**src/rtl/sgn_pwm_pkg.sv**
```systemverilog
package sgn_pwm_pkg;

  localparam int CNT_W = 7;

  typedef enum logic [1:0] {
    RATE_5K  = 2'b00,
    RATE_6K  = 2'b01,
    RATE_8K  = 2'b10,
    RATE_RSV = 2'b11
  } rate_e;

  typedef struct packed {
    logic  start;
    logic  mem_pwr;
    logic  single;
    rate_e rate;
  } ctl_t;

  localparam logic [CNT_W-1:0] TOP_FULL  = 7'd127;
  localparam logic [CNT_W-1:0] TOP_SHORT = 7'd124;

  function automatic logic [CNT_W-1:0] top_of(rate_e r);
    return (r == RATE_8K) ? TOP_SHORT : TOP_FULL;
  endfunction

endpackage

```
**src/rtl/sgn_pwm_regs.sv**
```systemverilog
module sgn_pwm_regs
  import sgn_pwm_pkg::*;
(
  input  logic       clk,
  input  logic       rst_n,
  input  logic       ctl_wr,
  input  logic [7:0] ctl_wdata,
  input  logic       dat_wr,
  input  logic [7:0] dat_wdata,
  output ctl_t       ctl_q,
  output logic [7:0] dat_q
);

  ctl_t       ctl_d;
  logic [7:0] dat_d;

  always_comb begin
    ctl_d = ctl_q;
    dat_d = dat_q;
    if (ctl_wr) begin
      ctl_d.start   = ctl_wdata[0];
      ctl_d.mem_pwr = ctl_wdata[2];
      ctl_d.single  = ctl_wdata[3];
      ctl_d.rate    = rate_e'(ctl_wdata[6:5]);
    end
    if (dat_wr) dat_d = dat_wdata;
  end

  always_ff @(posedge clk or negedge rst_n) begin
    if (!rst_n) begin
      ctl_q <= '{start: 1'b0, mem_pwr: 1'b0, single: 1'b0, rate: RATE_5K};
      dat_q <= 8'h00;
    end else begin
      ctl_q <= ctl_d;
      dat_q <= dat_d;
    end
  end

  // a control write lands in the stored fields on the next cycle
  a_r2_ctl_capture: assert property (@(posedge clk) disable iff (!rst_n)
    ctl_wr |=> (ctl_q.start == $past(ctl_wdata[0])) && (ctl_q.single == $past(ctl_wdata[3])));

endmodule

```
**src/rtl/sgn_pwm_step.sv**
```systemverilog
module sgn_pwm_step
  import sgn_pwm_pkg::*;
#(
  parameter int DIV_R0 = 2,
  parameter int DIV_R1 = 2,
  parameter int DIV_R2 = 2
) (
  input  logic  clk,
  input  logic  rst_n,
  input  logic  run,
  input  rate_e rate,
  output logic  step
);

  localparam int DIV_MAX = (DIV_R0 > DIV_R1) ? ((DIV_R0 > DIV_R2) ? DIV_R0 : DIV_R2)
                                             : ((DIV_R1 > DIV_R2) ? DIV_R1 : DIV_R2);
  localparam int PRE_W = (DIV_MAX > 1) ? $clog2(DIV_MAX) : 1;

  logic [PRE_W-1:0] pre_q, pre_d, lim_m1;

  always_comb begin
    case (rate)
      RATE_6K: lim_m1 = PRE_W'(DIV_R1 - 1);
      RATE_8K: lim_m1 = PRE_W'(DIV_R2 - 1);
      default: lim_m1 = PRE_W'(DIV_R0 - 1);
    endcase
  end

  assign step = run && (pre_q == lim_m1);

  always_comb begin
    if (!run || (pre_q == lim_m1)) pre_d = '0;
    else                           pre_d = pre_q + 1'b1;
  end

  always_ff @(posedge clk or negedge rst_n) begin
    if (!rst_n) pre_q <= '0;
    else        pre_q <= pre_d;
  end

  // the prescaler never runs past its per-rate limit
  a_r5_pre_range: assert property (@(posedge clk) disable iff (!rst_n)
    pre_q <= lim_m1);

endmodule

```
**src/rtl/sgn_pwm_seq.sv**
```systemverilog
module sgn_pwm_seq
  import sgn_pwm_pkg::*;
#(
  parameter int REP_R0 = 6,
  parameter int REP_R1 = 5,
  parameter int REP_R2 = 4
) (
  input  logic             clk,
  input  logic             rst_n,
  input  ctl_t             ctl,
  input  logic [7:0]       dat,
  input  logic             step,
  output logic             run_q,
  output logic [CNT_W-1:0] cnt_q,
  output logic [CNT_W-1:0] duty_q,
  output logic             selb_q,
  output rate_e            rate_q
);

  localparam int REP_MAX = (REP_R0 > REP_R1) ? ((REP_R0 > REP_R2) ? REP_R0 : REP_R2)
                                             : ((REP_R1 > REP_R2) ? REP_R1 : REP_R2);
  localparam int REP_W = (REP_MAX > 1) ? $clog2(REP_MAX) : 1;

  logic [REP_W-1:0] rep_q, rep_d, rep_last;
  logic [CNT_W-1:0] cnt_d, duty_d, top, new_top, new_mag, new_duty;
  logic             run_d, selb_d, single_q, single_d, new_selb;
  rate_e            rate_d;
  logic             period_end, last_rep, load;

  assign top = top_of(rate_q);

  always_comb begin
    case (rate_q)
      RATE_6K: rep_last = REP_W'(REP_R1 - 1);
      RATE_8K: rep_last = REP_W'(REP_R2 - 1);
      default: rep_last = REP_W'(REP_R0 - 1);
    endcase
  end

  assign period_end = step && (cnt_q == top);
  assign last_rep   = (rep_q == rep_last);

  // sample to be latched from the register file
  always_comb begin
    new_top  = top_of(ctl.rate);
    new_mag  = ctl.single ? dat[7:1] : dat[6:0];
    new_selb = ctl.single ? 1'b0 : dat[7];
    new_duty = (new_mag > new_top) ? new_top : new_mag;
  end

  always_comb begin
    run_d    = run_q;
    cnt_d    = cnt_q;
    rep_d    = rep_q;
    duty_d   = duty_q;
    selb_d   = selb_q;
    single_d = single_q;
    rate_d   = rate_q;
    load     = 1'b0;
    if (!run_q) begin
      if (ctl.start) begin
        run_d = 1'b1;
        cnt_d = '0;
        rep_d = '0;
        load  = 1'b1;
      end
    end else if (step) begin
      if (period_end) begin
        cnt_d = '0;
        if (!ctl.start) begin
          run_d = 1'b0;
        end else if (last_rep) begin
          rep_d = '0;
          load  = 1'b1;
        end else begin
          rep_d = rep_q + 1'b1;
        end
      end else begin
        cnt_d = cnt_q + 1'b1;
      end
    end
    if (load) begin
      rate_d   = ctl.rate;
      single_d = ctl.single;
      duty_d   = new_duty;
      selb_d   = new_selb;
    end
  end

  always_ff @(posedge clk or negedge rst_n) begin
    if (!rst_n) begin
      run_q    <= 1'b0;
      cnt_q    <= '0;
      rep_q    <= '0;
      duty_q   <= '0;
      selb_q   <= 1'b0;
      single_q <= 1'b0;
      rate_q   <= RATE_5K;
    end else begin
      run_q    <= run_d;
      cnt_q    <= cnt_d;
      rep_q    <= rep_d;
      duty_q   <= duty_d;
      selb_q   <= selb_d;
      single_q <= single_d;
      rate_q   <= rate_d;
    end
  end

  // counter stays within the period of the active rate
  a_r5_cnt_range: assert property (@(posedge clk) disable iff (!rst_n)
    cnt_q <= top);

  // latched duty never exceeds the maximum of its rate
  a_r5_duty_clip: assert property (@(posedge clk) disable iff (!rst_n)
    duty_q <= top);

  // repeat index stays below the repeat count
  a_r6_rep_range: assert property (@(posedge clk) disable iff (!rst_n)
    rep_q <= rep_last);

  // no sample change except at a sample boundary
  a_r7_hold: assert property (@(posedge clk) disable iff (!rst_n)
    (run_q && !(period_end && last_rep)) |=> ($stable(duty_q) && $stable(selb_q)));

  // playback only stops at the end of a carrier period
  a_r9_stop_edge: assert property (@(posedge clk) disable iff (!rst_n)
    $fell(run_q) |-> $past(period_end));

  // single-pin mode never steers to the second pin
  a_r4_single_no_b: assert property (@(posedge clk) disable iff (!rst_n)
    single_q |-> !selb_q);

endmodule

```
**src/rtl/sgn_pwm_drv.sv**
```systemverilog
module sgn_pwm_drv
  import sgn_pwm_pkg::*;
(
  input  logic             clk,
  input  logic             rst_n,
  input  logic             run,
  input  logic [CNT_W-1:0] cnt,
  input  logic [CNT_W-1:0] duty,
  input  logic             selb,
  output logic             pin_p,
  output logic             pin_n
);

  logic active;

  assign active = run && (cnt < duty);
  assign pin_p  = active && !selb;
  assign pin_n  = active && selb;

  // push-pull pair is never driven high on both sides
  a_r10_exclusive: assert property (@(posedge clk) disable iff (!rst_n)
    !(pin_p && pin_n));

  // idle block holds both pins low
  a_r10_idle_low: assert property (@(posedge clk) disable iff (!rst_n)
    !run |-> (!pin_p && !pin_n));

endmodule

```
**src/rtl/sgn_pwm_out.sv**
```systemverilog
module sgn_pwm_out
  import sgn_pwm_pkg::*;
#(
  parameter int DIV_R0 = 2,
  parameter int DIV_R1 = 2,
  parameter int DIV_R2 = 2,
  parameter int REP_R0 = 6,
  parameter int REP_R1 = 5,
  parameter int REP_R2 = 4
) (
  input  logic       clk,
  input  logic       rst_n,
  input  logic       ctl_wr,
  input  logic [7:0] ctl_wdata,
  input  logic       dat_wr,
  input  logic [7:0] dat_wdata,
  output logic       mem_pwr_en,
  output logic       pwm_p,
  output logic       pwm_n
);

  logic [1:0]       rst_sync;
  logic             rst_i;
  ctl_t             ctl_q;
  logic [7:0]       dat_q;
  logic             step, run_q, selb_q;
  logic [CNT_W-1:0] cnt_q, duty_q;
  rate_e            rate_q;

  // asynchronous assertion, synchronous release
  always_ff @(posedge clk or negedge rst_n) begin
    if (!rst_n) rst_sync <= 2'b00;
    else        rst_sync <= {rst_sync[0], 1'b1};
  end
  assign rst_i = rst_sync[1];

  sgn_pwm_regs u_regs (
    .clk(clk), .rst_n(rst_i),
    .ctl_wr(ctl_wr), .ctl_wdata(ctl_wdata),
    .dat_wr(dat_wr), .dat_wdata(dat_wdata),
    .ctl_q(ctl_q), .dat_q(dat_q)
  );

  sgn_pwm_step #(.DIV_R0(DIV_R0), .DIV_R1(DIV_R1), .DIV_R2(DIV_R2)) u_step (
    .clk(clk), .rst_n(rst_i), .run(run_q), .rate(rate_q), .step(step)
  );

  sgn_pwm_seq #(.REP_R0(REP_R0), .REP_R1(REP_R1), .REP_R2(REP_R2)) u_seq (
    .clk(clk), .rst_n(rst_i), .ctl(ctl_q), .dat(dat_q), .step(step),
    .run_q(run_q), .cnt_q(cnt_q), .duty_q(duty_q), .selb_q(selb_q), .rate_q(rate_q)
  );

  sgn_pwm_drv u_drv (
    .clk(clk), .rst_n(rst_i), .run(run_q), .cnt(cnt_q), .duty(duty_q),
    .selb(selb_q), .pin_p(pwm_p), .pin_n(pwm_n)
  );

  assign mem_pwr_en = ctl_q.mem_pwr;

  // nothing is driven while reset is held
  a_r1_reset_quiet: assert property (@(posedge clk)
    !rst_i |-> (!pwm_p && !pwm_n && !mem_pwr_en));

endmodule

```
**config.mk**
```make
export PLATFORM = sky130hd
export DESIGN_NAME = sgn_pwm_out
export DESIGN_NICKNAME = d
export VERILOG_FILES = /design/src/rtl/sgn_pwm_pkg.sv /design/src/rtl/sgn_pwm_regs.sv /design/src/rtl/sgn_pwm_step.sv /design/src/rtl/sgn_pwm_seq.sv /design/src/rtl/sgn_pwm_drv.sv /design/src/rtl/sgn_pwm_out.sv
export SDC_FILE = /design/constraint.sdc
export NUM_CORES = 1
export LEC_CHECK = 0
export ABC_AREA = 1
export BUFFER_PORTS_ARGS = -buffer_cell sky130_fd_sc_hd__buf_2
export CAP_MARGIN = 15
export CORE_UTILIZATION = 58
export CTS_CLUSTER_DIAMETER = 60
export DETAILED_ROUTE_END_ITERATION = 10
export HOLD_SLACK_MARGIN = 0.12
export MAX_ROUTING_LAYER = met4
export PLACE_DENSITY_LB_ADDON = 0.3
export SKIP_LAST_GASP = 1
export SYNTH_ARGS = -nofsm -noshare
export SYNTH_HDL_FRONTEND = slang
export SYNTH_SLANG_ARGS = --single-unit
```
**constraint.sdc**
```tcl
create_clock -name clk -period 1.7 [get_ports clk]
set_clock_uncertainty 0.1 [all_clocks]
set_input_delay 0.255 -clock clk [delete_from_list [all_inputs] [get_ports clk]]
set_output_delay 0.255 -clock clk [all_outputs]
set_load 0.02 [all_outputs]
```
**After elaboration in Yosys (flattened, before gate mapping)**

Index checks and enable logic that the tools add are counted.

- Bits in registers: 37
- Bits of input ports: 20
- Word-level logic and storage cells: 63

- Add/sub/neg operators: 3
- Magnitude comparators: 2
- Equal/unequal tests: 8
- Muxes and demuxes: 26
- Reduce and logical (&&, ||, !) cells: 11

Operator list:

| cell | count |
|---|---|
| $mux 7 | 6 |
| $mux 3 | 6 |
| $mux 1 | 11 |
| $add 7x1->7 const B | 1 |
| $eq 7x7->1 | 1 |
| $gt 7x7->1 | 1 |
| $lt 7x7->1 | 1 |
| $pmux 3 s2 | 1 |
| $logic_and 1x1->1 | 5 |
| $eq 2x2->1 const B | 2 |
| $mux 2 | 2 |
| $reduce_and 4->1 | 1 |
| $add 3x1->3 const B | 1 |
| $eq 3x3->1 | 1 |
| $ne 3x3->1 const B | 1 |
| $eq 2x1->1 const B | 1 |
| $logic_not 1->1 | 2 |
| $ne 2x1->1 const B | 1 |
| $ne 2x2->1 const B | 1 |
| $reduce_and 2->1 | 1 |
| $reduce_bool 2->1 | 1 |
| $add 1x1->1 const B | 1 |
| $logic_or 1x1->1 | 1 |

**Longest topological paths before layout**

- Depth after elaboration: 8
- Gate-level depth with buffers: 14
- Depth with buffers taken out: 14

**Hierarchy**

From an unflattened synthesis, not the netlist that was laid out.

- Cell total of the unflattened synthesis: 276
- Area, all modules: 2054.5 µm²

Modules (own cells, without submodules):

| module | instances | cells each | area each (µm²) | seq. area each (µm²) |
|---|---|---|---|---|
| sgn_pwm_seq | 1 | 180 | 1278.7 | 525.5 |
| sgn_pwm_regs | 1 | 55 | 490.5 | 325.3 |
| sgn_pwm_drv | 1 | 33 | 188.9 | 0.0 |
| sgn_pwm_out | 1 | 3 | 53.8 | 50.0 |
| sgn_pwm_step | 1 | 5 | 42.5 | 25.0 |

**Least setup slack after synthesis**

OpenSTA, ideal clock, no wires.

- Path type: register to register
- From: register u_regs.ctl_q[2] (netlist name)
- To: register u_seq.duty_q[1]
- Setup time: 0.117 ns
- Arrival: 1.518 ns
- Path slack: -0.035 ns
- Cell stages (with the launch flop): 12
- Buffers on the path: 1
- Path through: dfrtp_1 -> buf_4 -> o21ai_0 -> ha_1 -> nand2_1 -> nand2_1 -> nor2_1 -> nand2_1 -> nand2_1 -> nand2_1 -> nand2_1 -> nand2_1

- Longest elaborated chain between the ends: 3

Ends and longest elaborated chain:

| element | RTL line | source |
|---|---|---|
| $mux 7 * | sgn_pwm_seq.sv:46 | `new_mag = ctl.single ? dat[7:1] : dat[6:0];` |
| $gt 7x7->1 | sgn_pwm_seq.sv:48 | `new_duty = (new_mag > new_top) ? new_top : new_mag;` |
| $mux 7 * | sgn_pwm_seq.sv:48 |  |
| end signal, assigned | sgn_pwm_seq.sv:103 | `duty_q <= duty_d;` |
| end, declared | sgn_pwm_seq.sv:15 | `output logic [CNT_W-1:0] duty_q,` |

Mark *: on every way between the ends. The rest lies on a longest branch, timed or not.
A chain may end at the register's enable or synchronous reset.

**Worst setup path in the final report**

- From: register u_seq.duty_q[2]
- To: output port pwm_n

- Longest elaborated chain between the ends: 3

Ends and longest elaborated chain:

| element | RTL line | source |
|---|---|---|
| $lt 7x7->1 | sgn_pwm_drv.sv:16 | `assign active = run && (cnt < duty);` |
| $logic_and 1x1->1 | sgn_pwm_drv.sv:16 |  |
| $logic_and 1x1->1 | sgn_pwm_drv.sv:18 | `assign pin_n = active && selb;` |
| end, declared | sgn_pwm_out.sv:19 | `output logic pwm_n` |

No other way between the ends.

==> run_results.csv <==
group,metric,value,unit
finish,multiInputGateArea,0.001085,sq mm
setup_path,timing.rr.start,"u_regs.ctl_q[2]",
global_route,grt_max_degree,36,
timing,finalHoldViolations,0,
synthesis,synth_enable_flop_cells,0,
cts,clk_pin_slew,0.12,ns
placed_design,port_buffers,19,
timing,finalCritPeriodShare,1.212,
synthesis,synth-main-ff-cell,"dfrtp_1",
synthesis,yosysWarnings,0,
timing,setup-violations-final,8,
global_route,grtUsageMet3,0.07143,
synthesis,yosysUniqueCellTypes,30,
cts,cts_buffer_depth,2,
hold_path,hp-start,"dat_wr",
die,fp.dieW,61.48,microns
placed_design,placed_cell_area,0.002268,sq mm
detailed_routing,dr.pass1.iters,5,
global_route,grt_pass1_vias,1773,
global_route,grt_pass1_wl,7555,microns
cts,cts_inserted_buffers,5,
finish,antennaDiodeCount,0,
cts,cts_tree,"yes",
synthesis,synth-seq-cells,37,
timing,fmax,0.4854,GHz
status,status,"finished with violations",
global_route,track_usage,0.2901,
die,coreArea,0.003363,sq mm
synthesis,synthTopCellsByCount,"nand2_1, dfrtp_1, inv_1",
timing,fin_ws,-0.3601,ns
setup_path,worstSetupStartpoint,"u_seq.duty_q[2]",
die,start_util,0.6101,
die,fp.dieH,61.48,microns
placed_design,gp_congestion,0.9279,
finish,design_area,0.002694,sq mm
power_and_ir_drop,p_per_area,906.1,mW/mm^2
detailed_routing,routedWlPerCell,16.34,microns
setup_path,slowest_delay,0.40,ns
timing,period_needed,2.060,ns
detailed_routing,drc,0,
job,cap_violations,0,
timing,timing.hold.ws,0.1624,ns
die,io_pins,23,
setup_path,worstPathArrival,1.71,ns
power_and_ir_drop,ir_drop,701.2,uV
synthesis,postSynthCellCount,257,
setup_path,path_cells,"inv_2 > ha_4 > a21oi_2 > a21o_1 > nand4_1 > nor2_1 > buf_4",
global_route,use_met1,0.3243,
synthesis,seq_area_frac_synth,0.4512,
finish,fillCellCount,217,
cts,root_buffer,"clkbuf_4",
timing,rsz0062_at_grt,"true",
finish,final_layout_size_suffix_gt1_frac,0.2813,
cts,cts_sinks,37,
setup_path,critPathLaunchType,"flip-flop",
finish,regArea,927.1,sq um
synthesis,yosysTopAreaCell,"dfrtp_1",
setup_path,critPathMaxFanout,2,
synthesis,yosys.cell_count.top_type,"nand2_1",
synthesis,synth.area.top_cells,"dfrtp_1, nand2_1, ha_1",
detailed_routing,viasPerCell,5.577,
synthesis,ys_async_sr_fraction,1.000,
placed_design,hpwl,2833,microns
synthesis,synth_nets,287,
global_route,grt_util_met2,0.4839,
finish,nets,349,
hold_path,worstHoldPathType,"in -> reg",
timing,setup_tns,-0.9070,ns
setup_path,path_class,"reg -> out",
setup_path,crit_slowest_cell,"dfrtp_1",
status,violations,"negative setup slack",
setup_path,end_kind,"primary output",
detailed_routing,totalWireLength,5979,microns
power_and_ir_drop,finalPower,2.441,mW
power_and_ir_drop,power_leakage,1.377,nW
global_route,grt.busiest_layer,"met2",
global_route,grt-ovfl-total,0,
detailed_routing,vias,2041,
detailed_routing,ant_nets,0,
cts,insertion_delay,0.36,ns
finish,postLayoutCoreUtil,0.8010,
global_route,grt_antenna_before_repair,0,
detailed_routing,drtIter0Drc,102,
cts,htreeDepth,2,
finish,synthToLayoutAreaGrowth,31.28,%
die,core.rowCount,21,
die,dieArea,0.003780,sq mm
synthesis,syn_area,0.002052,sq mm
synthesis,synth.top_cell.area_share,0.4512,
timing,drv_slew,0,
synthesis,avgSynthCellArea,7.984,sq um
setup_path,crit_required,1.34,ns
## flip-flops by register name, indices dropped and copies added, names as in the netlist
name          count
rst_sync          2
u_regs.ctl_q      5
u_regs.dat_q      8
u_seq.cnt_q       7
u_seq.duty_q      7
u_seq.rate_q      2
u_seq.rep_q       3
u_seq.run_q       1
u_seq.selb_q      1
u_step.pre_q      1
## per-layer routing
layer / up-vias / share of wire
li1: 939 / -
met1: 979 / 0.37
met2: 96 / 0.54
met3: 27 / 0.051
met4: 0 / 0.044
met5: - / 0
## logic make-up after synthesis
family	Yosys count	share of synthesized area
AND/OR/NAND/NOR	140	0.2994
flip-flops	37	0.4512
buffers and inverters	36	0.07195
AO/OA/AOI/OAI	23	0.06586
adder cells (fa/ha/maj)	10	0.06098
XOR/XNOR	5	0.02134
multiplexers	5	0.02744
other	1	0.001828
## cells in the final DEF, fill, tap and decap left out, types with 2 or more instances in the layout
cell,count
o21ai_0,12
o21ai_2,2
nand2_4,3
buf_2,17
mux2_2,5
nor2_1,20
buf_4,23
nand2_1,73
nor2_2,7
nand3_1,20
inv_2,3
ha_1,6
nand2_2,7
dfrtp_1,36
clkinv_2,3
clkbuf_4,5
inv_1,28
nand4_1,2
a21oi_2,2
xor2_1,4
nand3b_1,3
nor3_2,2
ha_4,4
dlygate4sd3_1,19
nand3_2,2
## worst max-delay path, delay by kind of cell (launching register included)
kind / cells / cell delay (ns)
buffers and inverters: 2 / 0.23
AND/OR/NAND/NOR: 2 / 0.24
AO/OA/AOI/OAI: 2 / 0.26
adder cells (fa/ha/maj): 1 / 0.21
flip-flops: 1 / 0.40
## metrics by stage
step	instances	setup WS (ns)
2_1_floorplan	257	0.007033
3_3_place_gp	330	0.04205
3_5_place_dp	330	0.004292
4_1_cts	359	-0.3843
5_1_grt	366	-0.4360
6_report	366	-0.3601
## layout make-up
type / instances / area share
clock inverters: 3 / 0.006503
repair buffers: 59 / 0.1663
inverters: 32 / 0.04505
multi-input cells: 184 / 0.4027
flip-flops and latches: 37 / 0.3442
clock buffers: 5 / 0.01393
well taps: 46 / 0.02137
## path summary, 6_finish.rpt
path	end	slack, ns	cells after the start
hold reg to reg	u_regs.dat_q[4]	0.21	1
setup reg to reg	u_seq.duty_q[1]	-0.08	9
hold / removal	u_regs.dat_q[2]	0.16	3
min in group asynchronous	u_regs.dat_q[4]	0.21	1
setup / recovery	pwm_n	-0.36	7
max in group asynchronous	rst_sync[0]	0.69	3
## timing repair
| item | CTS | global route |
|---|---|---|
| cloned | 0 | 0 |
| buffers inserted | 2 | 7 |
| hold buffers | 19 | 0 |
| hold endpoints to repair | 15 | 0 |
| pin swaps | 1 | 15 |
| setup endpoints to repair | 2 | 20 |
| resized for setup | 2 | 24 |
## where the power goes
part	total (mW)	leakage (nW)	switching, mW	internal (mW)
Combinational	0.895	0.884	0.453	0.441
Clock	0.486	0.0310	0.330	0.156
Sequential	1.06	0.463	0.0892	0.971
Power figures use the tool's default switching activity.
